File: src/rtl/evtim_pkg.sv
package evtim_pkg;

    // Register word addresses
    localparam logic [3:0] A_CTRL    = 4'h0;
    localparam logic [3:0] A_CHMODE  = 4'h1;
    localparam logic [3:0] A_OCPRE   = 4'h2;
    localparam logic [3:0] A_OCACT   = 4'h3;
    localparam logic [3:0] A_IEN     = 4'h4;
    localparam logic [3:0] A_STAT    = 4'h5;
    localparam logic [3:0] A_EVGEN   = 4'h6;
    localparam logic [3:0] A_CNT     = 4'h7;
    localparam logic [3:0] A_PSC     = 4'h8;
    localparam logic [3:0] A_ARR     = 4'h9;
    localparam logic [3:0] A_CCR1    = 4'hA;
    localparam logic [3:0] A_PSC_ACT = 4'hC;
    localparam logic [3:0] A_ARR_ACT = 4'hD;

    // Event register bit positions
    localparam int EV_UG  = 0;
    localparam int EV_CC1 = 1;
    localparam int EV_COM = 5;
    localparam int EV_TG  = 6;
    localparam int EV_BG  = 7;

    // Status bit positions
    localparam int F_U   = 0;
    localparam int F_CC1 = 1;
    localparam int F_T   = 6;
    localparam int F_B   = 7;
    localparam int F_OF1 = 9;

    // Enable register: DMA enables sit this far above the interrupt enables
    localparam int DMA_OFS = 8;

    // Control register bit positions
    localparam int C_RUN = 0;
    localparam int C_PRE = 1;
    localparam int C_MOE = 2;

    typedef struct packed {
        logic [2:0] mode;
        logic       oen;
        logic       oe;
    } ocfg_t;

endpackage

File: src/rtl/evtim_timebase.sv
module evtim_timebase #(
    parameter int CNT_W = 16
) (
    input  logic             clk,
    input  logic             rst_n,
    input  logic             run_i,
    input  logic             ug_i,
    input  logic             cnt_wr_i,
    input  logic             psc_wr_i,
    input  logic             arr_wr_i,
    input  logic [CNT_W-1:0] wdata_i,
    output logic [CNT_W-1:0] cnt_o,
    output logic [CNT_W-1:0] psc_pre_o,
    output logic [CNT_W-1:0] arr_pre_o,
    output logic [CNT_W-1:0] psc_act_o,
    output logic [CNT_W-1:0] arr_act_o,
    output logic             ovf_o
);

    typedef struct packed {
        logic [CNT_W-1:0] cnt;
        logic [CNT_W-1:0] pc;
        logic [CNT_W-1:0] psc_pre;
        logic [CNT_W-1:0] arr_pre;
        logic [CNT_W-1:0] psc_act;
        logic [CNT_W-1:0] arr_act;
    } tb_state_t;

    tb_state_t q, d;
    logic      tick;
    logic      ovf;

    always_comb begin
        d    = q;
        tick = 1'b0;
        ovf  = 1'b0;
        // prescale divider
        if (run_i) begin
            if (q.pc == q.psc_act) begin
                d.pc = '0;
                tick = 1'b1;
            end else begin
                d.pc = q.pc + 1'b1;
            end
        end
        // main counter step and natural wrap
        if (tick) begin
            if (q.cnt == q.arr_act) begin
                ovf   = 1'b1;
                d.cnt = '0;
            end else begin
                d.cnt = q.cnt + 1'b1;
            end
        end
        if (psc_wr_i) d.psc_pre = wdata_i;
        if (arr_wr_i) d.arr_pre = wdata_i;
        if (cnt_wr_i) d.cnt     = wdata_i;
        // shadow transfer on any update
        if (ovf || ug_i) begin
            d.psc_act = q.psc_pre;
            d.arr_act = q.arr_pre;
        end
        // software restart overrides every other counter source
        if (ug_i) begin
            d.cnt = '0;
            d.pc  = '0;
        end
    end

    always_ff @(posedge clk) begin
        if (!rst_n) begin
            q.cnt     <= '0;
            q.pc      <= '0;
            q.psc_pre <= '0;
            q.psc_act <= '0;
            q.arr_pre <= '1;
            q.arr_act <= '1;
        end else begin
            q <= d;
        end
    end

    assign cnt_o     = q.cnt;
    assign psc_pre_o = q.psc_pre;
    assign arr_pre_o = q.arr_pre;
    assign psc_act_o = q.psc_act;
    assign arr_act_o = q.arr_act;
    assign ovf_o     = ovf;

endmodule

File: src/rtl/evtim_chan.sv
module evtim_chan #(
    parameter int CNT_W = 16
) (
    input  logic             clk,
    input  logic             rst_n,
    input  logic             is_input_i,
    input  logic             gen_i,
    input  logic             flag_i,
    input  logic             ccr_wr_i,
    input  logic [CNT_W-1:0] wdata_i,
    input  logic [CNT_W-1:0] cnt_i,
    output logic [CNT_W-1:0] ccr_o,
    output logic             set_if_o,
    output logic             set_of_o
);

    typedef struct packed {
        logic [CNT_W-1:0] ccr;
    } ch_state_t;

    ch_state_t q, d;

    always_comb begin
        d        = q;
        set_if_o = gen_i;
        set_of_o = gen_i && is_input_i && flag_i;
        if (ccr_wr_i) d.ccr = wdata_i;
        if (gen_i && is_input_i) d.ccr = cnt_i;
    end

    always_ff @(posedge clk) begin
        if (!rst_n) begin
            q.ccr <= '0;
        end else begin
            q <= d;
        end
    end

    assign ccr_o = q.ccr;

endmodule

File: src/rtl/evtim_outctl.sv
module evtim_outctl
    import evtim_pkg::*;
(
    input  logic       clk,
    input  logic       rst_n,
    input  logic       ctrl_wr_i,
    input  logic [2:0] ctrl_bits_i,
    input  logic       ocpre_wr_i,
    input  ocfg_t      ocpre_i,
    input  logic       com_i,
    input  logic       brk_i,
    output logic       run_o,
    output logic       ccpc_o,
    output logic       moe_o,
    output ocfg_t      oc_pre_o,
    output ocfg_t      oc_act_o
);

    typedef struct packed {
        logic  run;
        logic  ccpc;
        logic  moe;
        ocfg_t pre;
        ocfg_t act;
    } oc_state_t;

    oc_state_t q, d;

    always_comb begin
        d = q;
        if (ctrl_wr_i) begin
            d.run  = ctrl_bits_i[C_RUN];
            d.ccpc = ctrl_bits_i[C_PRE];
            d.moe  = ctrl_bits_i[C_MOE];
        end
        if (ocpre_wr_i) begin
            d.pre = ocpre_i;
            if (!q.ccpc) d.act = ocpre_i;
        end
        if (com_i && q.ccpc) d.act = q.pre;
        if (brk_i) d.moe = 1'b0;
    end

    always_ff @(posedge clk) begin
        if (!rst_n) begin
            q <= '0;
        end else begin
            q <= d;
        end
    end

    assign run_o    = q.run;
    assign ccpc_o   = q.ccpc;
    assign moe_o    = q.moe;
    assign oc_pre_o = q.pre;
    assign oc_act_o = q.act;

endmodule

File: src/rtl/evtim_core.sv
module evtim_core
    import evtim_pkg::*;
#(
    parameter int DATA_W = 16,
    parameter int CNT_W  = 16,
    parameter int NUM_CH = 2
) (
    input  logic              clk,
    input  logic              rst_n,
    input  logic              bus_wr,
    input  logic [3:0]        bus_addr,
    input  logic [DATA_W-1:0] bus_wdata,
    output logic [DATA_W-1:0] bus_rdata,
    output logic              irq_o,
    output logic [3:0]        dma_req_o,
    output logic              moe_o,
    output logic              ch1_oe_o,
    output logic              ch1_oen_o,
    output logic [2:0]        ch1_mode_o
);

    localparam int EV_W = EV_BG + 1;
    localparam int IRQ_W = F_B + 1;
    localparam logic [DATA_W-1:0] CH_FLAGS = DATA_W'(((1 << NUM_CH) - 1) << F_CC1);
    localparam logic [DATA_W-1:0] OF_FLAGS = DATA_W'(((1 << NUM_CH) - 1) << F_OF1);
    localparam logic [DATA_W-1:0] FLAG_MASK =
        DATA_W'((1 << F_U) | (1 << F_T) | (1 << F_B)) | CH_FLAGS | OF_FLAGS;
    localparam logic [DATA_W-1:0] IRQ_MASK =
        DATA_W'((1 << F_U) | (1 << F_T) | (1 << F_B)) | CH_FLAGS;
    localparam logic [DATA_W-1:0] IEN_MASK = IRQ_MASK | (IRQ_MASK << DMA_OFS);

    typedef struct packed {
        logic [NUM_CH-1:0] chmode;
        logic [DATA_W-1:0] ien;
        logic [DATA_W-1:0] flags;
    } core_state_t;

    core_state_t q, d;

    logic [EV_W-1:0]   ev;
    logic [DATA_W-1:0] set_vec;
    logic              ovf;
    logic [CNT_W-1:0]  cnt_w, psc_pre_w, arr_pre_w, psc_act_w, arr_act_w;
    logic              run_w, ccpc_w;
    ocfg_t             oc_pre_w, oc_act_w;
    logic [CNT_W-1:0]  ccr_w    [NUM_CH];
    logic [NUM_CH-1:0] set_if_w;
    logic [NUM_CH-1:0] set_of_w;

    // signals brought out for the bound checker
    logic [DATA_W-1:0] flags_w;
    logic [4:0]        ocact_w;

    function automatic logic hit(input logic [3:0] a);
        return bus_wr && (bus_addr == a);
    endfunction

    assign ev = hit(A_EVGEN) ? bus_wdata[EV_W-1:0] : '0;

    evtim_timebase #(.CNT_W(CNT_W)) tbase_i (
        .clk       (clk),
        .rst_n     (rst_n),
        .run_i     (run_w),
        .ug_i      (ev[EV_UG]),
        .cnt_wr_i  (hit(A_CNT)),
        .psc_wr_i  (hit(A_PSC)),
        .arr_wr_i  (hit(A_ARR)),
        .wdata_i   (bus_wdata[CNT_W-1:0]),
        .cnt_o     (cnt_w),
        .psc_pre_o (psc_pre_w),
        .arr_pre_o (arr_pre_w),
        .psc_act_o (psc_act_w),
        .arr_act_o (arr_act_w),
        .ovf_o     (ovf)
    );

    evtim_outctl octl_i (
        .clk         (clk),
        .rst_n       (rst_n),
        .ctrl_wr_i   (hit(A_CTRL)),
        .ctrl_bits_i (bus_wdata[2:0]),
        .ocpre_wr_i  (hit(A_OCPRE)),
        .ocpre_i     (bus_wdata[4:0]),
        .com_i       (ev[EV_COM]),
        .brk_i       (ev[EV_BG]),
        .run_o       (run_w),
        .ccpc_o      (ccpc_w),
        .moe_o       (moe_o),
        .oc_pre_o    (oc_pre_w),
        .oc_act_o    (oc_act_w)
    );

    generate
        for (genvar i = 0; i < NUM_CH; i++) begin : g_ch
            evtim_chan #(.CNT_W(CNT_W)) chan_i (
                .clk        (clk),
                .rst_n      (rst_n),
                .is_input_i (q.chmode[i]),
                .gen_i      (ev[EV_CC1 + i]),
                .flag_i     (q.flags[F_CC1 + i]),
                .ccr_wr_i   (hit(A_CCR1 + 4'(i))),
                .wdata_i    (bus_wdata[CNT_W-1:0]),
                .cnt_i      (cnt_w),
                .ccr_o      (ccr_w[i]),
                .set_if_o   (set_if_w[i]),
                .set_of_o   (set_of_w[i])
            );
        end
    endgenerate

    always_comb begin
        set_vec        = '0;
        set_vec[F_U]   = ovf || ev[EV_UG];
        set_vec[F_T]   = ev[EV_TG];
        set_vec[F_B]   = ev[EV_BG];
        for (int i = 0; i < NUM_CH; i++) begin
            set_vec[F_CC1 + i] = set_if_w[i];
            set_vec[F_OF1 + i] = set_of_w[i];
        end
    end

    always_comb begin
        d = q;
        if (hit(A_CHMODE)) d.chmode = bus_wdata[NUM_CH-1:0];
        if (hit(A_IEN))    d.ien    = bus_wdata & IEN_MASK;
        // clear by writing 0; a same-edge hardware set wins
        d.flags = ((hit(A_STAT) ? (q.flags & bus_wdata) : q.flags) | set_vec) & FLAG_MASK;
    end

    always_ff @(posedge clk) begin
        if (!rst_n) begin
            q <= '0;
        end else begin
            q <= d;
        end
    end

    always_comb begin
        bus_rdata = '0;
        case (bus_addr)
            A_CTRL:    bus_rdata = DATA_W'({moe_o, ccpc_w, run_w});
            A_CHMODE:  bus_rdata = DATA_W'(q.chmode);
            A_OCPRE:   bus_rdata = DATA_W'(oc_pre_w);
            A_OCACT:   bus_rdata = DATA_W'(oc_act_w);
            A_IEN:     bus_rdata = q.ien;
            A_STAT:    bus_rdata = q.flags;
            A_CNT:     bus_rdata = DATA_W'(cnt_w);
            A_PSC:     bus_rdata = DATA_W'(psc_pre_w);
            A_ARR:     bus_rdata = DATA_W'(arr_pre_w);
            A_PSC_ACT: bus_rdata = DATA_W'(psc_act_w);
            A_ARR_ACT: bus_rdata = DATA_W'(arr_act_w);
            default:   bus_rdata = '0;
        endcase
        for (int i = 0; i < NUM_CH; i++) begin
            if (bus_addr == A_CCR1 + 4'(i)) bus_rdata = DATA_W'(ccr_w[i]);
        end
    end

    assign irq_o = |(q.flags[IRQ_W-1:0] & q.ien[IRQ_W-1:0]);

    always_comb begin
        dma_req_o    = '0;
        dma_req_o[0] = q.flags[F_U] && q.ien[F_U + DMA_OFS];
        dma_req_o[1] = q.flags[F_CC1] && q.ien[F_CC1 + DMA_OFS];
        dma_req_o[2] = q.flags[F_CC1 + 1] && q.ien[F_CC1 + 1 + DMA_OFS];
        dma_req_o[3] = q.flags[F_T] && q.ien[F_T + DMA_OFS];
    end

    assign ch1_oe_o   = moe_o && oc_act_w.oe;
    assign ch1_oen_o  = moe_o && oc_act_w.oen;
    assign ch1_mode_o = oc_act_w.mode;

    assign flags_w = q.flags;
    assign ocact_w = oc_act_w;

endmodule

File: config.mk
export PLATFORM = sky130hd
export DESIGN_NAME = evtim_core
export DESIGN_NICKNAME = d
export VERILOG_FILES = /design/src/rtl/evtim_pkg.sv /design/src/rtl/evtim_timebase.sv /design/src/rtl/evtim_chan.sv /design/src/rtl/evtim_outctl.sv /design/src/rtl/evtim_core.sv
export SDC_FILE = /design/constraint.sdc
export NUM_CORES = 1
export LEC_CHECK = 0
export ABC_AREA = 1
export BUFFER_PORTS_ARGS = -buffer_cell sky130_fd_sc_hd__buf_2
export CORE_ASPECT_RATIO = 0.7
export CORE_MARGIN = 2
export CORE_UTILIZATION = 55
export CTS_CLUSTER_SIZE = 40
export DETAILED_ROUTE_END_ITERATION = 16
export GPL_TIMING_DRIVEN = 1
export PLACE_DENSITY = 0.69
export SLEW_MARGIN = 20
export SYNTH_ARGS = -nofsm -noshare
export SYNTH_HDL_FRONTEND = slang
export SYNTH_SLANG_ARGS = --single-unit
File: constraint.sdc
create_clock -name clk -period 2.1 [get_ports clk]
set_input_delay 0.21 -clock clk [delete_from_list [all_inputs] [get_ports clk]]
set_output_delay 0.21 -clock clk [all_outputs]
set_load 0.05 [all_outputs]
Word-level counts from Yosys, hierarchy flattened
Index checks and enable logic that the tools add are counted.
{"block": "totals", "ff_bits": 160, "input_bits": 23, "out_inout_bits": 27, "word_cells": 94}
{"block": "op_classes", "n_addsub": 2, "eq_ne": 16, "muxes": 20, "bitwise": 4, "reduce_logical": 32}
{"operator": "$pmux W16 S11", "count": 1}
{"operator": "$mux W16", "count": 10}
{"operator": "$add A16 B1 Y16 const B", "count": 2}
{"operator": "$eq A16 B16 Y1", "count": 2}
{"operator": "$eq A4 B4 Y1 const B", "count": 6}
{"operator": "$logic_and A1 B1 Y1", "count": 22}
{"operator": "$eq A4 B3 Y1 const B", "count": 4}
{"operator": "$mux W5", "count": 3}
{"operator": "$and A11 B11 Y11", "count": 1}
{"operator": "$mux W11", "count": 1}
{"operator": "$or A11 B11 Y11", "count": 1}
{"operator": "$and A8 B8 Y8", "count": 1}
{"operator": "$eq A4 B2 Y1 const B", "count": 2}
{"operator": "$mux W8", "count": 1}
{"operator": "$reduce_bool A2 Y1", "count": 4}
{"operator": "$reduce_or A8 Y1", "count": 1}
{"operator": "$eq A4 B1 Y1 const B", "count": 1}
{"operator": "$logic_not A4 Y1", "count": 1}
{"operator": "$mux W1", "count": 4}
{"operator": "$reduce_or A2 Y1", "count": 2}
{"operator": "$ne A2 B2 Y1 const B", "count": 1}
{"operator": "$reduce_and A2 Y1", "count": 1}
{"operator": "$logic_or A1 B1 Y1", "count": 1}
{"operator": "$not A1 Y1", "count": 1}

Depth between registers and ports, before layout
Gate-level depths: netlist of the first run.
{"block": "logic_depth", "ltp_word": 6, "ltp_mapped": 14, "depth_no_buf": 12}

Hierarchy
From an unflattened synthesis of the first run, not the netlist that was laid out.
{"block": "unflattened", "cells_unflattened": 1611, "area_unflattened_um2": 9944.5}
{"module": "evtim_timebase", "n_inst": 1, "cells_each": 844, "area_each_um2": 5529.1, "seq_area_each_um2": 1921.8}
{"module": "evtim_core", "n_inst": 1, "cells_each": 388, "area_each_um2": 1949.4, "seq_area_each_um2": 380.4}
{"module": "evtim_chan", "n_inst": 2, "cells_each": 145, "area_each_um2": 934.6, "seq_area_each_um2": 320.3}
{"module": "evtim_outctl", "n_inst": 1, "cells_each": 89, "area_each_um2": 596.8, "seq_area_each_um2": 260.2}

Worst setup path after synthesis of the first run
Ideal clock, no wire load.
{"block": "synth_timing", "kind": "input-to-output", "startpoint": "input bus_addr[3]", "endpoint": "output bus_rdata[3]", "arrival_time_ns": 1.535, "required_time_ns": 1.890, "slack_ns": 0.355, "path_stages": 8, "n_path_buf": 1, "cell_sequence": "inv_1 -> nand2_2 -> nor2_4 -> inv_2 -> buf_1 -> o22ai_1 -> a21oi_1 -> nand4_1"}
{"block": "synth_via", "elab_chain_cells": 4, "word_cells_on_any_way": 16, "classes_between": "eq/ne (12); mux (3); reduce/logical (1)"}
{"item": "start: declaration", "line": "evtim_core.sv:11", "text": "input logic [3:0] bus_addr,"}
{"item": "$eq A4 B4 Y1 (tied with other cells)", "line": "evtim_core.sv:140", "text": "case (bus_addr)"}
{"item": "$pmux W16 S11", "line": "evtim_core.sv:140"}
{"item": "$mux W16", "line": "evtim_core.sv:155", "text": "if (bus_addr == A_CCR1 + 4'(i)) bus_rdata = DATA_W'(ccr_w[i]);"}
{"item": "$mux W16 *", "line": "evtim_core.sv:155"}
{"item": "end: declaration", "line": "evtim_core.sv:13", "text": "output logic [DATA_W-1:0] bus_rdata,"}
Mark *: on every way between the ends. The rest lies on a longest branch, timed or not.

Final worst setup path of the first run
{"block": "layout_timing", "startpoint": "register tbase_i.q, in the netlist tbase_i.cnt_o[15]", "endpoint": "output bus_rdata[15]"}
{"block": "layout_via", "elab_chain_cells": 3}
{"item": "start: declaration", "line": "evtim_timebase.sv:29", "text": "tb_state_t q, d;"}
{"item": "$pmux W16 S11", "line": "evtim_core.sv:140"}
{"item": "$mux W16 (2 in a row)", "line": "evtim_core.sv:155"}
No other way between the ends.

==> metrics.yaml, run 1 <==
crit_path_max_fanout: 6
max-slew-margin-rel_pct: 44.31
worstHoldPathType: "in -> reg"
path_clk_slew_ns: 0.07
finalClockSkew_ns: 0.01009
final_nets: 1393
power.clock.fraction_pct: 47.0
post_synthesis_register_bit_count: 160
yosysWarnings: 0
starting_density_of_the_core_pct: 56.57
gpl.final_weighted_congestion: 0.9591
dp.final_hpwl_um: 19580
synth_top_cell_by_area: "sky130_fd_sc_hd__dfxtp_1"
grt-ovfl-total: 0
drt_via_density: 5.621
clock_tree.htree_level_count: 4
floorplan.die_area_um2: 16260
postSynthAreaPerCell_um2: 6.397
grt_pass1_vias: 7927
yosysMostFrequentCell: "sky130_fd_sc_hd__nand2_1"
cellLeakagePower_uw: 0.004372
switching_share_pct: 28.04
drive_gt1_share_pct: 12.31
post-route-util_pct: 65.17
cp_data_required_time_ns: 1.89
cts-hold-fix-buffers: 0
async_reset_ff_share_pct: 0
share_seq_of_total_power_pct: 45.3
finalSetupViolCount: 0
clock_insertion_delay_worst_skew_ns: 0.44
io_pins: 50
cts.root.buffer_cell: "sky130_fd_sc_hd__clkbuf_16"
cts.repair_timing.setup_buffer_count: 0
grt_start_max_net_pins: 85
route.vias.total: 8859
crit_path_arrival_time_ns: 1.82
floorplan.rows: 37
placement.io_buffers: 49
postSynthNetCount: 1335
postRouteAntennaNets: 0
hold_viol_final: 0
initialDrtViolationCount: 840
fin_crit_sh_pct: 96.55
groute.usage.overall_pct: 33.66
post-synth-top-area-fraction_pct: 38.22
dominantRegCellSynth: "sky130_fd_sc_hd__dfxtp_1"
post_drt_wl_per_cell_um: 16.98
grt_setup_unrepaired: "no"
type_of_origin_of_the_critical_path: "flop"
grt_pass1_wl_um: 41840
netlist-cell-type-count: 40
die_height_um: 107.3
power.density_cell_area_nw_per_um2: 711.4
power.combinational.fraction_pct: 7.7
dr.pass1.iters: 5
tns_ns: 0
timing.critical_path.to_type: "output port"
netlist_instances: 1310
yosys-top-cells-area: "sky130_fd_sc_hd__dfxtp_1 (38%), sky130_fd_sc_hd__nand2_1 (20%), sky130_fd_sc_hd__nand3_1 (5.9%)"
tritoncts.num_buffers: 17
antenna_found_initial: 0
detail_route.wirelength_um: 26760
post-route-drc-count: 0
final_max_slew_viol_count: 0
tritoncts: "built"
area_growth_syn_to_layout_pct: 15.20
synth.top_cells.by_count: "sky130_fd_sc_hd__nand2_1 (445), sky130_fd_sc_hd__dfxtp_1 (160), sky130_fd_sc_hd__inv_1 (131), sky130_fd_sc_hd__nor2_1 (131), sky130_fd_sc_hd__nand3_1 (99)"
post_synth_instance_area_um2: 8381
max_cap_violations: 0
synth_edf_count: 0
min_period_ns: 2.028
transition_time_at_the_pin_with_the_least_slew_margin_ns: 0.8353
switching_power_uw: 1926
outcome: "complete, no violations"
die_x_um: 151.5
core_area_um2: 14810
ir_worst_vdd_mv: 0.4784
max-clock-path-buffers: 2
cts_sinks: 160
maxClockFrequency_mhz: 493.2
internal-power_uw: 4942
crit_type: "reg -> out"
num-fill-cells: 1425
sequential_share_of_the_synthesized_area_pct: 38.22
diodes: 0
==> metrics by stage <==
step	power, uW	cell area (um2)	instances	setup slack (ns)	hold slack, ns
2_1_floorplan	3495	8381	1310	0.3555	0.3363
3_3_place_gp	3691	9029	1544	0.1342	0.4483
3_5_place_dp	3697	9029	1544	0.1158	0.4502
4_1_cts	6873	9649	1576	0.07748	0.08072
5_1_grt	7068	9654	1576	0.01324	0.1109
6_report	6868	9654	1576	0.07238	0.08329
==> registers in the layout, indices dropped and copies added, names as in the netlist <==
register / count
g_ch.chan_i.ccr_o: 32
tbase_i.arr_act_o: 16
octl_i.run_o: 1
tbase_i.q: 16
flags_w: 7
tbase_i.cnt_o: 16
q: 12
octl_i.moe_o: 1
octl_i.ccpc_o: 1
tbase_i.arr_pre_o: 16
tbase_i.psc_pre_o: 16
octl_i.oc_act_o: 5
octl_i.oc_pre_o: 5
tbase_i.psc_act_o: 16
==> logic make-up after synthesis <==
family                     after synthesis  share of synthesized area, %
and+or+nand+nor                        723                         35.86
buffers and inverters                  207                         10.00
AOI/OAI and AO/OA                      200                         13.74
DFF                                    160                         38.22
xor gates and xnor gates                18                         1.881
adders and majority gates                2                        0.2985
==> cells in the final DEF (no fill, tap or decap), drive strengths merged, types with 9 or more instances in the layout <==
master / instances
nand2: 451
dfxtp: 160
inv: 157
nor2: 140
nand3: 100
buf: 97
a21oi: 61
o21ai: 54
a31oi: 33
o22ai: 28
xor2: 17
clkbuf: 17
nor3: 16
nand4: 9
==> layout make-up <==
| cell class | count | area (um2) | area share [%] |
|---|---|---|---|
| Sequential cell | 160 | 3204 | 33.19 |
| Multi-Input combinational cell | 943 | 4352 | 45.08 |
| Inverter | 149 | 559.3 | 5.793 |
| Timing Repair Buffer | 97 | 680.7 | 7.050 |
| Tap cell | 195 | 244.0 | 2.527 |
| Clock buffer | 17 | 425.4 | 4.406 |
| Clock inverter | 15 | 188.9 | 1.957 |
==> critical path: stages (launching register included) <==
cell                      delay, ns
sky130_fd_sc_hd__dfxtp_1       0.38
sky130_fd_sc_hd__inv_1         0.14
sky130_fd_sc_hd__o21ai_0       0.10
sky130_fd_sc_hd__nor3_1        0.33
sky130_fd_sc_hd__nand3_1       0.18
sky130_fd_sc_hd__buf_2         0.25
==> power groups by stage <==
stage	clock network [uW]	registers, uW	logic, uW
after floorplan	0	3170	323
after CTS	3240	3110	518
after global placement	0	3180	509
after detailed placement	0	3180	515
final	3220	3110	529
after global routing	3380	3120	569
==> timing repair <==
action	CTS	global route
endpoints found under the setup margin	1	1
gates cloned	0	0
gates resized for setup	3	2
==> final timing paths <==
| check | depth (start not counted) | start | slack [ns] | to |
|---|---|---|---|---|
| worst min register to register | 2 | q[31] | 0.46 | q[31] |
| worst max-delay path | 5 | tbase_i.cnt_o[15] | 0.07 | bus_rdata[15] |
| worst min-delay path | 3 | bus_wdata[12] | 0.08 | tbase_i.arr_pre_o[12] |
| worst max register to register | 12 | tbase_i.cnt_o[0] | 0.20 | tbase_i.arr_act_o[0] |
==> per-layer routing <==
layer	track usage, %	vias to the layer above	routed length (um)	share of wire, %
met3	6.356	72	2445	9.1
met4	13.62	0	1000	3.7
met1	48.37	4033	12110	45
li1	-	4326	-	-
met5	0	-	0	0
met2	49.61	428	11200	42
(Power assumes the default switching activity.)
==> run 2, diff against run 1 <==
--- a/config.mk
+++ b/config.mk
@@ -8,7 +8,6 @@
 export ABC_AREA = 1
 export BUFFER_PORTS_ARGS = -buffer_cell sky130_fd_sc_hd__buf_2
 export CORE_ASPECT_RATIO = 0.7
-export CORE_MARGIN = 2
 export CORE_UTILIZATION = 55
 export CTS_CLUSTER_SIZE = 40
 export DETAILED_ROUTE_END_ITERATION = 16
==> run 2 against run 1 <==
Compared with the run above: first-iteration DRC count down 0.71%; final area shrank 0.45%; critical path depth is 2 higher; global-route usage is 0.90 points higher; core utilization is 0.092 points lower; register-to-register slack worse by 0.08 ns; die area shrank 3.2%; largest power group unchanged; sequential power barely moved; clock power fell by 2%; combinational power shrank 0.9%.
==> metrics.yaml, run 2 (same netlist as run 1, synthesis figures left out) <==
finalClockSkew_ns: 0.007728
grt_start_max_net_pins: 85
hold_viol_final: 0
dr.pass1.iters: 6
timing.critical_path.to_type: "output port"
worst-path-buf-inv: 2
fin_crit_sh_pct: 97.43
r2r-end: "tbase_i.psc_act_o[2]"
ir_worst_vdd_mv: 0.4790
critical_path.top_delay_family: "simple AND/OR/NAND/NOR gates"
tritoncts.num_buffers: 17
finalSetupViolCount: 0
final_nets: 1390
crit_type: "reg -> out"
cp_data_required_time_ns: 1.89
drt_via_density: 5.557
layout.area.seq_um2: 3203
area_growth_syn_to_layout_pct: 14.68
io_pins: 50
path_clk_slew_ns: 0.06
placed_cell_area_um2: 8994
tritoncts: "built"
cts_sinks: 160
multiInputGateArea_um2: 4360
grt_pass1_vias: 7773
route.vias.total: 8735
diodes: 0
antenna_found_initial: 0
worstHoldPathType: "in -> reg"
num-fill-cells: 1409
rr_startpoint: "tbase_i.cnt_o[3]"
cts.root.buffer_cell: "sky130_fd_sc_hd__clkbuf_16"
crit_slowest_cell: "sky130_fd_sc_hd__dfxtp_1"
drive_gt1_share_pct: 11.98
outcome: "complete, no violations"
dp.final_hpwl_um: 19230
core_area_um2: 14770
worstRegToRegCells: 12
groute.usage.overall_pct: 34.56
max-clock-path-buffers: 2
clock_insertion_delay_worst_skew_ns: 0.43
detail_route.wirelength_um: 26330
met2RoutedLength_um: 11170
floorplan.rows: 37
die_height_um: 105.3
cellLeakagePower_uw: 0.004345
tns_ns: 0
postRouteAntennaNets: 0
floorplan.die_area_um2: 15740
crit_path_max_fanout: 3
max-slew-margin-rel_pct: 53.22
worstHoldStart: "bus_wdata[12]"
min_period_ns: 2.046
crit_path_arrival_time_ns: 1.84
max_cap_violations: 0
transition_time_at_the_pin_with_the_least_slew_margin_ns: 0.7009
cts.repair_timing.setup_buffer_count: 0
most_common_cell_after_layout_fill_and_taps_aside: "sky130_fd_sc_hd__nand2_1"
type_of_origin_of_the_critical_path: "flop"
grt_setup_unrepaired: "no"
die_x_um: 149.5
power.density_cell_area_nw_per_um2: 707.7
final_max_slew_viol_count: 0
maxClockFrequency_mhz: 488.8
post_drt_wl_per_cell_um: 16.75
starting_density_of_the_core_pct: 56.75
dr_wl_met3_um: 2459
maxUsedRoutingLayer: "met4"
min_to: "tbase_i.arr_pre_o[12]"
grt_pass1_wl_um: 41700
most-common-layout-cells: "sky130_fd_sc_hd__nand2_1 (445), sky130_fd_sc_hd__dfxtp_1 (160), sky130_fd_sc_hd__inv_1 (130)"
wl_met1_um: 12020
initialDrtViolationCount: 834
hold_depth: 3
worst_path_largest_cell_delay_ns: 0.31
final_design_area_no_fill_um2: 9610
gpl.final_weighted_congestion: 0.9590
r2r_setup_slack_ns: 0.12
clock_tree.htree_level_count: 4
path_cells: "inv_1, o22ai_1, a21oi_1, nand2_1, nor3_2, nand3_1, buf_4"
placement.io_buffers: 49
timing.critical_path.depth: 7
post-route-drc-count: 0
largest_register_ffs: 32
grt-ovfl-total: 0
-- run 2: cell types whose count changed in the layout (fill, tap and decap cells not counted), moves of 2 or more --
cell | previous run | this run
sky130_fd_sc_hd__clkinv_4 | 1 | 3
sky130_fd_sc_hd__clkbuf_8 | 0 | 3
sky130_fd_sc_hd__clkinv_8 | 3 | 0
sky130_fd_sc_hd__inv_8 | 6 | 0
-- run 2: final cells by class --
class / count / area share [%]
Clock inverter: 10 / 1.302
Sequential cell: 160 / 33.33
Clock buffer: 21 / 4.895
Multi-Input combinational cell: 943 / 45.37
Tap cell: 195 / 2.539
Timing Repair Buffer: 94 / 6.744
Inverter: 149 / 5.820
-- run 2: routing by layer --
layer,vias to the layer above,track usage (%)
li1,4317,-
met1,3931,50.01
met2,429,51.72
met3,58,6.450
met4,0,10.28
met5,-,0
-- run 2: power breakdown --
part / switching, uW / leakage, uW / internal [uW]
Clock: 1310 / 0.000291 / 1860
Combinational: 385 / 0.00276 / 139
Sequential: 34.5 / 0.00129 / 3080
Total: 1730 / 0.00435 / 5070
-- run 2: how the worst max path moves through the flow --
stage                         start      endpoint
2_1_floorplan           bus_addr[3]  bus_rdata[3]
4_1_cts                octl_i.run_o  bus_rdata[0]
3_3_place_gp            bus_addr[3]  bus_rdata[8]
6_report       tbase_i.psc_act_o[0]  bus_rdata[0]
3_5_place_dp            bus_addr[3]  bus_rdata[8]
5_1_grt        tbase_i.psc_act_o[0]  bus_rdata[0]
-- run 2: through the flow --
step	utilization, %	worst slack (ns)	cells	hold WS [ns]	power, uW
after global placement	60.90	0.09329	1541	0.4523	3689
after floorplan	-	0.3555	1310	0.3363	3495
final	65.08	0.05399	1572	0.09551	6802
after detailed placement	60.90	0.1152	1541	0.4517	3692
after global routing	65.08	0.0007645	1572	0.1000	7008
after CTS	64.97	0.07579	1572	0.08893	6813
-- run 2: tightest hold or removal path: cells and delay by family --
family,cells,cell delay (ns)
buffers and inverters,1,0.15
and+or+nand+nor,2,0.14
-- run 2: repair_timing --
| item | 4_1_cts | 5_1_grt |
|---|---|---|
| hold buffers | 0 | 0 |
| cloned | 0 | 0 |
| resized for setup | 2 | 5 |
| pin swaps | 0 | 1 |
| setup endpoints to repair | 1 | 3 |
